File: src/rtl/ctl_regs_pkg.sv
package ctl_regs_pkg;

  localparam int unsigned NUM_CTRL = 4;

  typedef enum logic [1:0] {
    CTRL_SUB_RST = 2'd0,
    CTRL_SUB_ANA = 2'd1,
    CTRL_VID_RST = 2'd2,
    CTRL_CLK_SRC = 2'd3
  } ctrl_idx_e;

  localparam logic [7:0] OFS_SUB_RST = 8'h00;
  localparam logic [7:0] OFS_SUB_ANA = 8'h04;
  localparam logic [7:0] OFS_VID_RST = 8'hF0;
  localparam logic [7:0] OFS_CLK_SRC = 8'hF4;
  localparam logic [7:0] OFS_ERR_STS = 8'h00;

  function automatic logic [7:0] ctrl_offset(input int unsigned idx);
    logic [7:0] ofs;
    case (idx)
      0:       ofs = OFS_SUB_RST;
      1:       ofs = OFS_SUB_ANA;
      2:       ofs = OFS_VID_RST;
      default: ofs = OFS_CLK_SRC;
    endcase
    return ofs;
  endfunction

endpackage

File: src/rtl/ctl_sync.sv
module ctl_sync #(
  parameter int unsigned STAGES  = 2,
  parameter logic        RST_VAL = 1'b1
) (
  input  logic clk,
  input  logic rst_n,
  input  logic d_async,
  output logic q_sync
);

  logic [STAGES-1:0] stage_q;
  logic [STAGES-1:0] stage_d;

  generate
    for (genvar s = 0; s < STAGES; s++) begin : g_stage
      if (s == 0) begin : g_first
        always_comb stage_d[s] = d_async;
      end else begin : g_rest
        always_comb stage_d[s] = stage_q[s-1];
      end
    end
  endgenerate

  always_ff @(posedge clk or negedge rst_n) begin
    if (!rst_n) begin
      stage_q <= {STAGES{RST_VAL}};
    end else begin
      stage_q <= stage_d;
    end
  end

  assign q_sync = stage_q[STAGES-1];

endmodule

File: src/rtl/ctl_decode.sv
module ctl_decode
  import ctl_regs_pkg::*;
#(
  parameter int unsigned ADDR_W = 8
) (
  input  logic                clk,
  input  logic                rst_n,
  input  logic [ADDR_W-1:0]   addr,
  input  logic                wr,
  input  logic                rd,
  output logic [NUM_CTRL-1:0] wr_hit,
  output logic                rd_sts_hit
);

  generate
    for (genvar i = 0; i < NUM_CTRL; i++) begin : g_hit
      always_comb wr_hit[i] = wr && (addr == ADDR_W'(ctrl_offset(i)));
    end
  endgenerate

  always_comb rd_sts_hit = rd && (addr == ADDR_W'(OFS_ERR_STS));

  // at most one control register is addressed by a single write
  assert_one_target_R10: assert property (@(posedge clk) disable iff (!rst_n)
    $onehot0(wr_hit));

  // a write that hits no register came from an unmapped offset
  assert_unmapped_quiet_R9: assert property (@(posedge clk) disable iff (!rst_n)
    (wr && (wr_hit == '0)) |-> (addr != ADDR_W'(OFS_SUB_RST)) && (addr != ADDR_W'(OFS_CLK_SRC)));

endmodule

File: src/rtl/ctl_ctrl_bit.sv
module ctl_ctrl_bit (
  input  logic clk,
  input  logic rst_n,
  input  logic load_en,
  input  logic load_val,
  output logic q
);

  logic q_nxt;

  always_comb begin
    q_nxt = q;
    if (load_en) begin
      q_nxt = load_val;
    end
  end

  always_ff @(posedge clk or negedge rst_n) begin
    if (!rst_n) begin
      q <= 1'b0;
    end else begin
      q <= q_nxt;
    end
  end

endmodule

File: src/rtl/ctl_regs.sv
module ctl_regs
  import ctl_regs_pkg::*;
#(
  parameter int unsigned ADDR_W      = 8,
  parameter int unsigned DATA_W      = 32,
  parameter int unsigned SYNC_STAGES = 2
) (
  input  logic              clk,
  input  logic              rst_n,
  input  logic [ADDR_W-1:0] bus_addr,
  input  logic              bus_wr,
  input  logic [DATA_W-1:0] bus_wdata,
  input  logic              bus_rd,
  output logic [DATA_W-1:0] bus_rdata,
  input  logic              sub_err_n,
  output logic              sub_rst,
  output logic              sub_ana,
  output logic              vid_rst,
  output logic              clk_src
);

  logic [NUM_CTRL-1:0] wr_hit;
  logic                rd_sts_hit;
  logic [NUM_CTRL-1:0] ctrl_q;
  logic                err_n_sync;
  logic                err_sts;
  logic                unused_wdata;

  assign unused_wdata = ^bus_wdata[DATA_W-1:1];

  ctl_decode #(.ADDR_W(ADDR_W)) u_decode (
    .clk        (clk),
    .rst_n      (rst_n),
    .addr       (bus_addr),
    .wr         (bus_wr),
    .rd         (bus_rd),
    .wr_hit     (wr_hit),
    .rd_sts_hit (rd_sts_hit)
  );

  generate
    for (genvar i = 0; i < NUM_CTRL; i++) begin : g_ctrl
      ctl_ctrl_bit u_bit (
        .clk      (clk),
        .rst_n    (rst_n),
        .load_en  (wr_hit[i]),
        .load_val (bus_wdata[0]),
        .q        (ctrl_q[i])
      );
    end
  endgenerate

  ctl_sync #(.STAGES(SYNC_STAGES), .RST_VAL(1'b1)) u_err_sync (
    .clk     (clk),
    .rst_n   (rst_n),
    .d_async (sub_err_n),
    .q_sync  (err_n_sync)
  );

  assign err_sts = ~err_n_sync;

  always_comb begin
    bus_rdata = '0;
    if (rd_sts_hit) begin
      bus_rdata[0] = err_sts;
    end
  end

  assign sub_rst = ctrl_q[CTRL_SUB_RST];
  assign sub_ana = ctrl_q[CTRL_SUB_ANA];
  assign vid_rst = ctrl_q[CTRL_VID_RST];
  assign clk_src = ctrl_q[CTRL_CLK_SRC];

  // a write to offset 0x00 lands bit 0 in the downstream reset
  assert_sub_rst_load_R2: assert property (@(posedge clk) disable iff (!rst_n)
    (bus_wr && bus_addr == ADDR_W'(OFS_SUB_RST)) |=> (sub_rst == $past(bus_wdata[0])));

  // without a write to 0xF4 the clock select holds
  assert_clk_src_hold_R5: assert property (@(posedge clk) disable iff (!rst_n)
    !(bus_wr && bus_addr == ADDR_W'(OFS_CLK_SRC)) |=> $stable(clk_src));

  // a read of offset 0x00 never drives the upper bits
  assert_sts_upper_zero_R6: assert property (@(posedge clk) disable iff (!rst_n)
    (bus_rd && bus_addr == ADDR_W'(OFS_ERR_STS)) |-> (bus_rdata[DATA_W-1:1] == '0));

  // no data on the bus while the read strobe is low
  assert_idle_rdata_R8: assert property (@(posedge clk) disable iff (!rst_n)
    !bus_rd |-> (bus_rdata == '0));

  // the write-only offsets read back as zero
  assert_wo_read_zero_R8: assert property (@(posedge clk) disable iff (!rst_n)
    (bus_rd && (bus_addr == ADDR_W'(OFS_SUB_ANA) || bus_addr == ADDR_W'(OFS_VID_RST)
                || bus_addr == ADDR_W'(OFS_CLK_SRC))) |-> (bus_rdata == '0));

endmodule

File: config.mk
export PLATFORM = sky130hd
export DESIGN_NAME = ctl_regs
export DESIGN_NICKNAME = d
export VERILOG_FILES = /design/src/rtl/ctl_regs_pkg.sv /design/src/rtl/ctl_sync.sv /design/src/rtl/ctl_decode.sv /design/src/rtl/ctl_ctrl_bit.sv /design/src/rtl/ctl_regs.sv
export SDC_FILE = /design/constraint.sdc
export NUM_CORES = 1
export LEC_CHECK = 0
export BUFFER_PORTS_ARGS = -buffer_cell sky130_fd_sc_hd__buf_4
export CAP_MARGIN = 0
export CORE_AREA = 2 2 47 49
export DETAILED_ROUTE_END_ITERATION = 8
export DIE_AREA = 0 0 49 51
export MAX_ROUTING_LAYER = met4
export PLACE_DENSITY = 0.73
export SYNTH_ARGS = -nofsm -noshare
export SYNTH_HDL_FRONTEND = slang
export SYNTH_SLANG_ARGS = --single-unit
File: constraint.sdc
create_clock -name clk -period 1.8 [get_ports clk]
set_input_delay 0.36 -clock clk [delete_from_list [all_inputs] [get_ports clk]]
set_output_delay 0.36 -clock clk [all_outputs]
set_load 0.005 [all_outputs]
==> impl_metrics.toml, run 1 <==
[pwr]
pwr-share-seq = 0.429
p_switching_mw = 0.0833
vdd_drop_max_uv = 397
powerDensity_nw_per_um2 = 540
internal-power_mw = 0.259
p_clk_frac = 0.379
p_leak_nw = 0.335
p_sw_frac = 0.244
combPwrFrac = 0.191

[floorplan]
die_h_um = 51
core_um2 = 2060
die_w_um = 49
rows = 17
dieArea_um2 = 2500
start_util = 0.252
ios = 81

[global_routing]
grt.overflow.total = 0
grt_pass1_vias = 295
grt_pass1_wl_um = 1240
antenna_found_initial = 0
grt.total_usage = 0.0686
grt_max_degree = 7

[yosys]
ys_warn_count = 0
synth_edf_count = 0
ys_types = 14
yosysMostFrequentCell = "buf_4"
ys_ff_latch = 6
syn_area_um2 = 520
yosysTopAreaCell = "buf_4"
synth_commonest_cells = "buf_4, dfrtp_1, mux2_1, nor3_2, dfstp_2"
synth-main-ff-cell = "dfrtp_1"
synth_area_leaders = "buf_4, dfrtp_1, dfstp_2"
async_reset_ff_frac = 1.00
seq_area_frac_synth = 0.293
synth.top_cell.area_share = 0.447
netlist_instances = 52
synth.avg_cell_area_um2 = 10.0

[finish]
syn_to_final_growth_pct = 21.6
diodes = 0
final.fill_count = 233
multi_input_area_um2 = 263
register_area_um2 = 153
nNetsFinal = 121
final_layout_size_suffix_gt1_frac = 0.427
final_util = 0.307

[detailed_routing]
routed_via_density = 3.39
avgRoutedWirePerCell_um = 8.24
drt_iter0_markers = 2
firstDrtPassIters = 2
ant_nets = 0
via_count = 349
finalWirelength_um = 849
drcViolationCount = 0

[outcome]
status = "finished, final reports clean"

[timing]
finalSetupViolations = 0
skew_ps = 0.0421
finalSetupTns_ps = 0
period_share = 0.987
fmax_mhz = 563
drv_slew = 0
hold_violations = 0
fin_crit_ps = 1780

[placement]
gp_congestion = 0.736
dp_hpwl_um = 718
portBuffers = 18

[critical_path]
r2r_setup_slack_ps = 1010
crit_type = "in2out"
worstPathMaxFanout = 3
cp-end-kind = "output pin"
critPathArrivalTime_ps = 1420
critPathRequiredTime_ps = 1440
crit_path_start_kind = "input pin"

[clock_network]
htreeDepth = 1
cts.sinks = 6
numCtsBuffers = 3
cts_tree = "built"
clock_path_buffers = 2
clk_latency_ps = 230
clkTransAtPathRegs_ps = 40
clock-root-buffer = "clkbuf_4"

[run]
maxCapViolCount = 0

[min_path]
min_path_type = "in2reg"
-- metrics by stage --
step | hold slack, ps | std cells | power [mW] | instance area [µm²] | worst slack [ps]
floorplan | 64.4 | 82 | 0.220 | 633 | 227
global placement | 170 | 97 | 0.206 | 571 | 3.65
detailed placement | 172 | 97 | 0.208 | 571 | 18.2
CTS | 236 | 102 | 0.342 | 617 | -26.3
global route | 237 | 103 | 0.359 | 633 | -11.6
finish | 239 | 103 | 0.342 | 633 | 23.8
-- final timing paths --
path / from / to / cells after the start
min: sub_err_n / u_err_sync.stage_q[0] / 1
max in group asynchronous: rst_n / u_err_sync.stage_q[1] / 2
min reg2reg: u_err_sync.stage_q[0] / u_err_sync.stage_q[1] / 0
max reg2reg: g_ctrl[1].u_bit.q / g_ctrl[1].u_bit.q / 1
max: bus_addr[7] / bus_rdata[0] / 4
min in group asynchronous: rst_n / g_ctrl[1].u_bit.q / 2
-- cell usage in the layout (no fill, tap or decap), drive strengths merged --
cell          n
conb         31
buf          19
dfrtp         4
nor3          4
mux2          4
clkbuf        4
or4b          2
dfstp         2
or4           1
nor4          1
inv           1
nand4         1
dlygate4sd3   1
-- state kept, by name, summed over array words and instances, names as in the netlist --
| register | count |
|---|---|
| u_err_sync.stage_q | 2 |
| g_ctrl.u_bit.q | 4 |
-- area by class of cell --
| class | instances | share of cell area |
|---|---|---|
| clock buffer | 4 | 0.0415 |
| inverter | 1 | 0.00593 |
| multi-input combinational | 44 | 0.415 |
| sequential | 6 | 0.241 |
| tap | 28 | 0.0553 |
| timing repair buffer | 20 | 0.241 |
-- power by group through the flow --
stage	registers [mW]	logic (mW)	clock network, mW
2_1_floorplan	0.148	0.0717	0
3_3_place_gp	0.148	0.0579	0
3_5_place_dp	0.149	0.0592	0
4_1_cts	0.147	0.0623	0.133
5_1_grt	0.148	0.0739	0.138
6_report	0.147	0.0655	0.130
-- worst max-delay path, stage by stage --
cell	delay [ps]
buf_4	110
or4_4	570
nor4_4	230
buf_4	150
-- timing repair --
action | in CTS | in global routing
pin swaps | 2 | 2
gates resized for setup | 2 | 1
hold buffers | 1 | 0
setup buffers | 0 | 1
setup endpoints to repair | 1 | 1
endpoints found under the hold margin | 4 | 0
-- cells by family after synthesis --
| kind of cell | Yosys count | share of synthesized area |
|---|---|---|
| other cells | 1 | 0.00720 |
| simple gates | 9 | 0.159 |
| buf+inv | 32 | 0.454 |
| flops | 6 | 0.293 |
| mux | 4 | 0.0865 |
-- metal layers --
layer,wire [µm],vias to the layer above,global-route usage
met2,472,32,0.132
met3,103,2,0.0175
met1,261,159,0.0595
li1,-,156,-
met5,0,-,-
met4,12,0,0.0429
No activity file was read; power rests on OpenSTA's default activity.
==> run 2: changes to the inputs <==
--- a/config.mk
+++ b/config.mk
@@ -7,11 +7,11 @@
 export LEC_CHECK = 0
 export BUFFER_PORTS_ARGS = -buffer_cell sky130_fd_sc_hd__buf_4
 export CAP_MARGIN = 0
-export CORE_AREA = 2 2 47 49
+export CORE_AREA = 2 2 50 52
 export DETAILED_ROUTE_END_ITERATION = 8
-export DIE_AREA = 0 0 49 51
+export DIE_AREA = 0 0 52 54
 export MAX_ROUTING_LAYER = met4
-export PLACE_DENSITY = 0.73
+export PLACE_DENSITY = 0.65
 export SYNTH_ARGS = -nofsm -noshare
 export SYNTH_HDL_FRONTEND = slang
 export SYNTH_SLANG_ARGS = --single-unit
==> run 2 against run 1 <==
Compared with the run above: critical endpoint unchanged; highest routed layer is now met3; global-route usage rose by 0.20 points; total power rose by 0.68%; hold slack worse by 9.0 ps; cell area down 0.99%; via count up 0.29%; register-to-register slack is essentially flat.
==> impl_metrics.toml, run 2 (synthesized netlist as in run 1, its figures left out) <==
[run]
maxCapViolCount = 0

[detailed_routing]
via_count = 350
highest_layer = "met3"
ant_nets = 0
wl_met2_um = 406
routedLengthMet1_um = 268
drt_iter0_markers = 3
finalWirelength_um = 790
met3_length_um = 115
routed_via_density = 3.33
avgRoutedWirePerCell_um = 7.52
firstDrtPassIters = 2
drcViolationCount = 0

[timing]
finalSetupTns_ps = 0
fin_crit_ps = 1740
grt_setup_unrepaired = "no"
drv_slew = 0
finalSetupViolations = 0
fin_hold_ws_ps = 230
fmax_mhz = 574
fin_ws_ps = 57.8
skew_ps = 0.0407
period_share = 0.968
hold_violations = 0

[pwr]
pwr-share-seq = 0.426
internal-power_mw = 0.259
p_switching_mw = 0.0849
vdd_drop_max_uv = 314
powerDensity_nw_per_um2 = 549
p_sw_frac = 0.247
p_leak_nw = 0.332
power_mw = 0.344
p_clk_frac = 0.387
combPwrFrac = 0.186

[clock_network]
postCtsSetupRepairBufs = 0
cts_tree = "built"
clock-root-buffer = "clkbuf_4"
numCtsBuffers = 3
cts.sinks = 6
clkTransAtPathRegs_ps = 40
clock_path_buffers = 2
clk_latency_ps = 240
htreeDepth = 1

[critical_path]
critPathArrivalTime_ps = 1380
crit_type = "in2out"
worstPathMaxFanout = 3
cp-end-kind = "output pin"
crit_path_start_kind = "input pin"
critPathRequiredTime_ps = 1440

[finish]
diodes = 0
final.fill_count = 253
final_util = 0.270
final_layout_size_suffix_gt1_frac = 0.427
layoutNonFillerInstCount = 105
top_register = "g_ctrl.u_bit.q"
final_common_cell = "conb_1"
nNetsFinal = 121
syn_to_final_growth_pct = 20.4
largest_reg_flops = 4
layout_common_cells = "conb_1, buf_4, dfrtp_1"
stdcell_area_um2 = 627
top_regs = "g_ctrl.u_bit.q (4), u_err_sync.stage_q (2)"

[placement]
post-place-ws_ps = -1.15
dp_hpwl_um = 729
gp_congestion = 0.668
dpl-instance-area_um2 = 581
portBuffers = 18
dp_cells = 100

[floorplan]
core_um2 = 2320
die_h_um = 54
die_w_um = 52
dieArea_um2 = 2810
ios = 81
rows = 18
start_util = 0.224

[global_routing]
grt_pass1_wl_um = 1300
grt_max_degree = 7
grt.total_usage = 0.0706
grt.overflow.total = 0
antenna_found_initial = 0
grt_pass1_vias = 325

[outcome]
status = "finished, final reports clean"

[min_path]
min_path_type = "in2reg"
==> run 2: routing by layer <==
layer | vias to the layer above | GRT usage
li1 | 157 | -
met1 | 156 | 0.0671
met2 | 37 | 0.112
met3 | 0 | 0.0250
met4 | 0 | 0.0658
met5 | - | -
==> run 2: power groups by stage <==
stage	clock network, mW	registers, mW	logic [mW]
after floorplan	0	0.148	0.0717
after global placement	0	0.149	0.0591
after detailed placement	0	0.149	0.0608
after CTS	0.142	0.147	0.0637
after global routing	0.151	0.148	0.0748
final	0.133	0.147	0.0641
==> run 2: repair_timing <==
item | in CTS | in global routing
setup endpoints to repair | 1 | 1
endpoints found under the hold margin | 4 | 0
gates resized for setup | 2 | 0
pin swaps | 2 | 1
hold buffers | 1 | 0
==> run 2: final cells by class <==
class / instances / area, µm² / share of cell area
multi-input combinational: 44 / 254 / 0.405
sequential: 6 / 153 / 0.244
timing repair buffer: 20 / 153 / 0.244
tap: 30 / 37.5 / 0.0599
clock buffer: 4 / 26.3 / 0.0419
inverter: 1 / 3.75 / 0.00599
==> run 2: worst paths after layout <==
| check | start | end | slack [ps] | cells past startpoint |
|---|---|---|---|---|
| hold reg to reg | u_err_sync.stage_q[0] | u_err_sync.stage_q[1] | 350 | 0 |
| setup / recovery | bus_addr[5] | bus_rdata[0] | 60 | 4 |
| max in group asynchronous | rst_n | u_err_sync.stage_q[0] | 1130 | 2 |
| hold / removal | sub_err_n | u_err_sync.stage_q[0] | 230 | 1 |
| setup reg to reg | g_ctrl[3].u_bit.q | g_ctrl[3].u_bit.q | 1020 | 1 |
| min in group asynchronous | rst_n | g_ctrl[3].u_bit.q | 460 | 2 |
==> run 2: critical path: stages <==
cell    delay [ps]
buf_4          110
or4_4          550
nor4_2         220
buf_4          140
